===== config.mk =====
export PLATFORM = sky130hd
export DESIGN_NAME = bitinv_rmw
export DESIGN_NICKNAME = d
export VERILOG_FILES = /design/src/rtl/bitinv_pkg.sv /design/src/rtl/bitinv_decode.sv /design/src/rtl/bitinv_agen.sv /design/src/rtl/bitinv_modify.sv /design/src/rtl/bitinv_rmw.sv
export SDC_FILE = /design/constraint.sdc
export NUM_CORES = 1
export LEC_CHECK = 0
export ABC_CLOCK_PERIOD_IN_PS = 5500
export BUFFER_PORTS_ARGS = -buffer_cell sky130_fd_sc_hd__buf_4
export CORE_MARGIN = 2
export CORE_UTILIZATION = 45
export CTS_CLUSTER_SIZE = 10
export DETAILED_ROUTE_END_ITERATION = 10
export PLACE_DENSITY = 0.83
export SLEW_MARGIN = 30
export SYNTH_ARGS = -nofsm -noshare
export SYNTH_HDL_FRONTEND = slang
export SYNTH_SLANG_ARGS = --single-unit

===== constraint.sdc =====
create_clock -name clk -period 5.5 [get_ports clk]
set_input_delay 0.275 -clock clk [delete_from_list [all_inputs] [get_ports clk]]
set_output_delay 0.275 -clock clk [all_outputs]
set_load 0.1 [all_outputs]

===== src/rtl/bitinv_pkg.sv =====
package bitinv_pkg;

    typedef enum logic [1:0] {
        ST_IDLE  = 2'd0,
        ST_READ  = 2'd1,
        ST_WRITE = 2'd2
    } bitinv_state_e;

    localparam int HW_W    = 16;
    localparam int BYTE_W  = 8;
    localparam int BIT_W   = $clog2(BYTE_W);

    localparam logic [1:0]      IMM_TOP = 2'b01;
    localparam logic [5:0]      IMM_SUB = 6'b111110;
    localparam logic [5:0]      REG_SUB = 6'b111111;
    localparam logic [HW_W-1:0] REG_EXT = 16'h00E2;

endpackage


===== src/rtl/bitinv_decode.sv =====
module bitinv_decode
    import bitinv_pkg::*;
#(
    parameter int XLEN = 32
) (
    input  logic [HW_W-1:0]  hw_first,
    input  logic [HW_W-1:0]  hw_second,
    input  logic [XLEN-1:0]  idx_reg,
    output logic             form_imm,
    output logic             form_reg,
    output logic [BIT_W-1:0] bit_sel
);
    logic unused_fields;

    always_comb begin
        form_imm = (hw_first[15:14] == IMM_TOP) && (hw_first[10:5] == IMM_SUB);
        form_reg = (hw_first[10:5] == REG_SUB) && (hw_second == REG_EXT);
        bit_sel  = form_imm ? hw_first[13:11] : idx_reg[BIT_W-1:0];
    end

    // register numbers and upper index bits are not used by this block
    assign unused_fields = ^{hw_first[4:0], idx_reg[XLEN-1:BIT_W]};

endmodule


===== src/rtl/bitinv_agen.sv =====
module bitinv_agen #(
    parameter int XLEN   = 32,
    parameter int DISP_W = 16
) (
    input  logic [XLEN-1:0]   base,
    input  logic [DISP_W-1:0] disp,
    input  logic              use_disp,
    output logic [XLEN-1:0]   addr
);
    localparam int EXT_W = XLEN - DISP_W;

    logic [XLEN-1:0] disp_ext;

    always_comb begin
        disp_ext = {{EXT_W{disp[DISP_W-1]}}, disp};
        addr     = use_disp ? (base + disp_ext) : base;
    end

endmodule


===== src/rtl/bitinv_modify.sv =====
module bitinv_modify
    import bitinv_pkg::*;
(
    input  logic [BYTE_W-1:0] old_byte,
    input  logic [BIT_W-1:0]  bit_sel,
    output logic [BYTE_W-1:0] new_byte,
    output logic              z_new
);
    for (genvar i = 0; i < BYTE_W; i++) begin : g_bit
        assign new_byte[i] = (bit_sel == BIT_W'(i)) ? ~old_byte[i] : old_byte[i];
    end

    assign z_new = ~old_byte[bit_sel];

endmodule


===== src/rtl/bitinv_rmw.sv =====
module bitinv_rmw
    import bitinv_pkg::*;
#(
    parameter int XLEN = 32
) (
    input  logic              clk,
    input  logic              rst_n,
    input  logic              start,
    input  logic [15:0]       instr_hi,
    input  logic [15:0]       instr_lo,
    input  logic [XLEN-1:0]   reg1_val,
    input  logic [XLEN-1:0]   reg2_val,
    output logic              busy,
    output logic              mem_rd,
    output logic              mem_wr,
    output logic [XLEN-1:0]   mem_addr,
    output logic [BYTE_W-1:0] mem_wdata,
    input  logic [BYTE_W-1:0] mem_rdata,
    output logic              flag_we,
    output logic              flag_z,
    output logic              done
);
    typedef struct packed {
        bitinv_state_e    st;
        logic [XLEN-1:0]  addr;
        logic [BIT_W-1:0] bitn;
    } ctl_t;

    ctl_t ctl_d, ctl_q;

    logic             is_imm, is_reg, legal;
    logic [BIT_W-1:0] dec_bit;
    logic [XLEN-1:0]  agen_addr;
    logic [BYTE_W-1:0] mod_byte;
    logic             mod_z;

    bitinv_decode #(.XLEN(XLEN)) u_dec (
        .hw_first (instr_hi),
        .hw_second(instr_lo),
        .idx_reg  (reg2_val),
        .form_imm (is_imm),
        .form_reg (is_reg),
        .bit_sel  (dec_bit)
    );

    bitinv_agen #(.XLEN(XLEN), .DISP_W(HW_W)) u_agen (
        .base    (reg1_val),
        .disp    (instr_lo),
        .use_disp(is_imm),
        .addr    (agen_addr)
    );

    bitinv_modify u_mod (
        .old_byte(mem_rdata),
        .bit_sel (ctl_q.bitn),
        .new_byte(mod_byte),
        .z_new   (mod_z)
    );

    assign legal = is_imm || is_reg;

    always_comb begin
        ctl_d = ctl_q;
        unique case (ctl_q.st)
            ST_IDLE: begin
                if (start && legal) begin
                    ctl_d.st   = ST_READ;
                    ctl_d.addr = agen_addr;
                    ctl_d.bitn = dec_bit;
                end
            end
            ST_READ:  ctl_d.st = ST_WRITE;
            ST_WRITE: ctl_d.st = ST_IDLE;
            default:  ctl_d.st = ST_IDLE;
        endcase
    end

    always_ff @(posedge clk) begin
        if (!rst_n) begin
            ctl_q <= '{st: ST_IDLE, addr: '0, bitn: '0};
        end else begin
            ctl_q <= ctl_d;
        end
    end

    assign busy      = (ctl_q.st != ST_IDLE);
    assign mem_rd    = (ctl_q.st == ST_READ);
    assign mem_wr    = (ctl_q.st == ST_WRITE);
    assign mem_addr  = ctl_q.addr;
    assign mem_wdata = mod_byte;
    assign flag_we   = mem_wr;
    assign flag_z    = mod_z;
    assign done      = mem_wr;

    AST_ACCEPT_LEGAL: assert property (@(posedge clk) disable iff (!rst_n)
        (start && legal && !busy) |=> mem_rd);
    AST_IGNORE_ILLEGAL: assert property (@(posedge clk) disable iff (!rst_n)
        (!busy && !(start && legal)) |=> !mem_rd);
    AST_READ_THEN_WRITE: assert property (@(posedge clk) disable iff (!rst_n)
        mem_rd |=> (mem_wr && $stable(mem_addr)));
    AST_NO_BACK_TO_BACK: assert property (@(posedge clk) disable iff (!rst_n)
        mem_wr |=> !mem_rd);
    AST_Z_IS_NEW_BIT: assert property (@(posedge clk) disable iff (!rst_n)
        flag_we |-> (flag_z == (|(mem_wdata & ~mem_rdata))));
    AST_SINGLE_FLIP: assert property (@(posedge clk) disable iff (!rst_n)
        mem_wr |-> ($countones(mem_wdata ^ mem_rdata) == 1));
    AST_RD_WR_EXCL: assert property (@(posedge clk) disable iff (!rst_n)
        !(mem_rd && mem_wr));

endmodule


==> out/results.ini <==
[status]
outcome = complete, no violations

[synthesis]
synth_top_family_by_area = compound AO/OA/AOI/OAI gates
yosys_most_used_dff = dfxtp_1
ys_warn_count = 0
syn-mean-instance-area_um2 = 7.85
yosysSeqAreaShare_pct = 19.1
synth-simple-area-share_pct = 19.0
synthXorXnorAreaFrac_pct = 6.11
muxShareOfSynthArea_pct = 2.20
ys_seq_elements = 37
synth_edf_count = 0
synth_nets = 632
syn-cell-area_mm2 = 0.00387
synthCells = 493
async_flop_share_pct = 0
synth_cell_types = 68
synth_compound_area_share_pct = 32.2
synth_fa_ha_area_share_pct = 10.5

[floorplan]
row_count = 33
ioPinCount = 153
die_x_um = 96.8
die_y_um = 96.8
initial_core_util_pct = 46.9
dieArea_mm2 = 0.00936
core_region_area_mm2 = 0.00826

[global_route]
antenna_found_initial = 0
grt_max_degree = 54
grt_overflow = 0
top_usage_layer = met2
grtUsageMet2_pct = 40.2
grt_pass1_wl_um = 18000
track_usage_pct = 22.9
use_met3_pct = 3.54
grt_pass1_vias = 3823
grt_use_met1_pct = 29.0

[power_and_ir_drop]
internal-power_uw = 578
swShare_pct = 33.4
p_leak_uw = 0.00227
clock_power_share_pct = 33.8
vdd_drop_max_uv = 138
pwr-share-seq_pct = 30.9
power_density_mw_per_mm2 = 187
combPwrFrac_pct = 35.3
p_switching_uw = 290

[sta]
maxSlewViolCount = 0
setup_ws_ps = 2640
slew_headroom_pct = 38.3
setup_viol = 0
skew_ps = 6.79
rsz0062_at_grt = false
hold_viol_final = 0
tightest_slew_ps = 926
max_freq_mhz = 350
tns_ps = 0
fin_crit_ps = 2860
min_period_over_period_pct = 52.0

[cts]
clk_pin_slew_ps = 90
cts-resized-gates = 0
cts.path.max_buffers = 2
numCtsBuffers = 5
ctsHoldBuffers = 0
cts-root-buf = clkbuf_8
htree_num_levels = 2
post_cts_buffers = 0
clock_latency_ps = 290
cts_tree = done
cts_sinks = 37

[placed_design]
numPortBuffers = 118
place_congestion = 0.866
dp_worst_setup_slack_ps = 2280
dp_hpwl_um = 8140
post_dp_cell_area_mm2 = 0.00452
dp.cells = 656

[critical_path]
cp-end-kind = flop
cp.required_ps = 5690
arrival_ps = 3050
start_kind = input pin
critical_path.max_fanout = 53
timing_worst_setup_path_type = input pin to flop

[route]
drc = 0
via_per_inst = 5.91
firstDrtPassIters = 4
wirelength_um = 11000
post_drt_wl_per_cell_um = 16.5
postRouteAntennaNets = 0
vias = 3921
drtIter0Drc = 172

[cells_and_area]
area_growth_pct = 20.2
final_common_cell = buf_4
diodes = 0
final_nets = 697
stdcell_count = 664
final_layout_size_suffix_gt1_share_pct = 26.7
final_cell_mix = 120 x buf_4, 51 x nand2_1, 42 x a21oi_1
fin_area_mm2 = 0.00465

[worst_hold_path]
hp-class = input pin to flop

[run]
cap_violations = 0

flip-flops by register name (all words and copies together) (netlist names):
register	flops
ctl_q	5
mem_addr	32
routing by layer:
metal / routed length, µm / vias up
met5: 0 / -
met4: 180 / 0
met3: 635 / 18
met2: 5280 / 130
met1: 4880 / 1840
li1: - / 1933
cell type report:
type                       count  area, µm²
tap                          105        131
timing repair buffer         120        901
clock inverter                 3       65.1
inverter                       7       26.3
multi-input combinational    387       2720
clock buffer                   5       68.8
sequential                    37        741
fill                         750       3600
cell usage after synthesis, types with 3 or more instances:
master / number / share of area (%)
mux2i_1: 4 / 1.0
clkbuf_1: 17 / 1.6
nor2b_1: 8 / 1.3
dfxtp_1: 37 / 19
o311ai_0: 4 / 0.90
buf_4: 34 / 6.6
nand2_1: 51 / 4.9
xor2_1: 14 / 3.2
nor4_1: 3 / 0.48
xnor2_1: 13 / 2.9
nand3_1: 21 / 2.7
and2_1: 4 / 0.65
a21o_1: 17 / 3.3
nor3_1: 6 / 0.78
o21ai_0: 27 / 3.5
and3_1: 7 / 1.1
nor2_1: 18 / 1.7
a21oi_1: 42 / 5.4
nand3b_1: 4 / 0.78
o211ai_1: 13 / 2.5
o21ai_1: 7 / 0.90
ha_1: 31 / 10
inv_1: 7 / 0.68
a211oi_1: 5 / 0.97
o21a_1: 5 / 0.97
a21o_2: 3 / 0.68
nand4_1: 6 / 0.97
or3_1: 4 / 0.65
o41ai_1: 3 / 0.68
o211a_1: 16 / 4.1
a31oi_1: 11 / 1.8
buf_2: 7 / 0.90
worst max-delay path, cell delays in order:
cell and delay [ps]:
buf_4 80, and3_1 160, nand3_2 130, or4b_1 490, buf_4 300, o41ai_1 160
and3_2 880, o311ai_0 330, o211a_1 230
through the flow:
step | hold WS, ps | power [µW] | util [%]
final | 246 | 868 | 56.3
after global routing | 250 | 911 | 56.3
after CTS | 240 | 872 | 56.3
after detailed placement | 447 | 576 | 54.7
after global placement | 443 | 571 | 54.7
after floorplan | 427 | 485 | -
path summary, 6_finish.rpt:
path | start | end | slack (ps) | depth (start not counted)
max reg2reg | ctl_q[36] | mem_addr[3] | 3400 | 4
min reg2reg | mem_addr[2] | mem_addr[2] | 460 | 2
min | reg1_val[21] | mem_addr[21] | 250 | 3
max | instr_hi[8] | mem_addr[3] | 2640 | 9
cell families (layout without fill, tap and decap cells):
logic type      after synthesis  count (layout)
mux                           6               6
compound gates              176             176
xor+xnor                     27              27
flops                        37              37
buf+inv                      69             135
fa+ha+maj                    32              32
simple gates                146             146
power by group through the flow:
stage          sequential (µW)  combinational, µW  clock (µW)
6_report                   269                307         293
3_5_place_dp               275                302           0
3_3_place_gp               275                296           0
5_1_grt                    269                335         308
2_1_floorplan              275                210           0
4_1_cts                    269                304         300
Power figures use the tool's default switching activity.
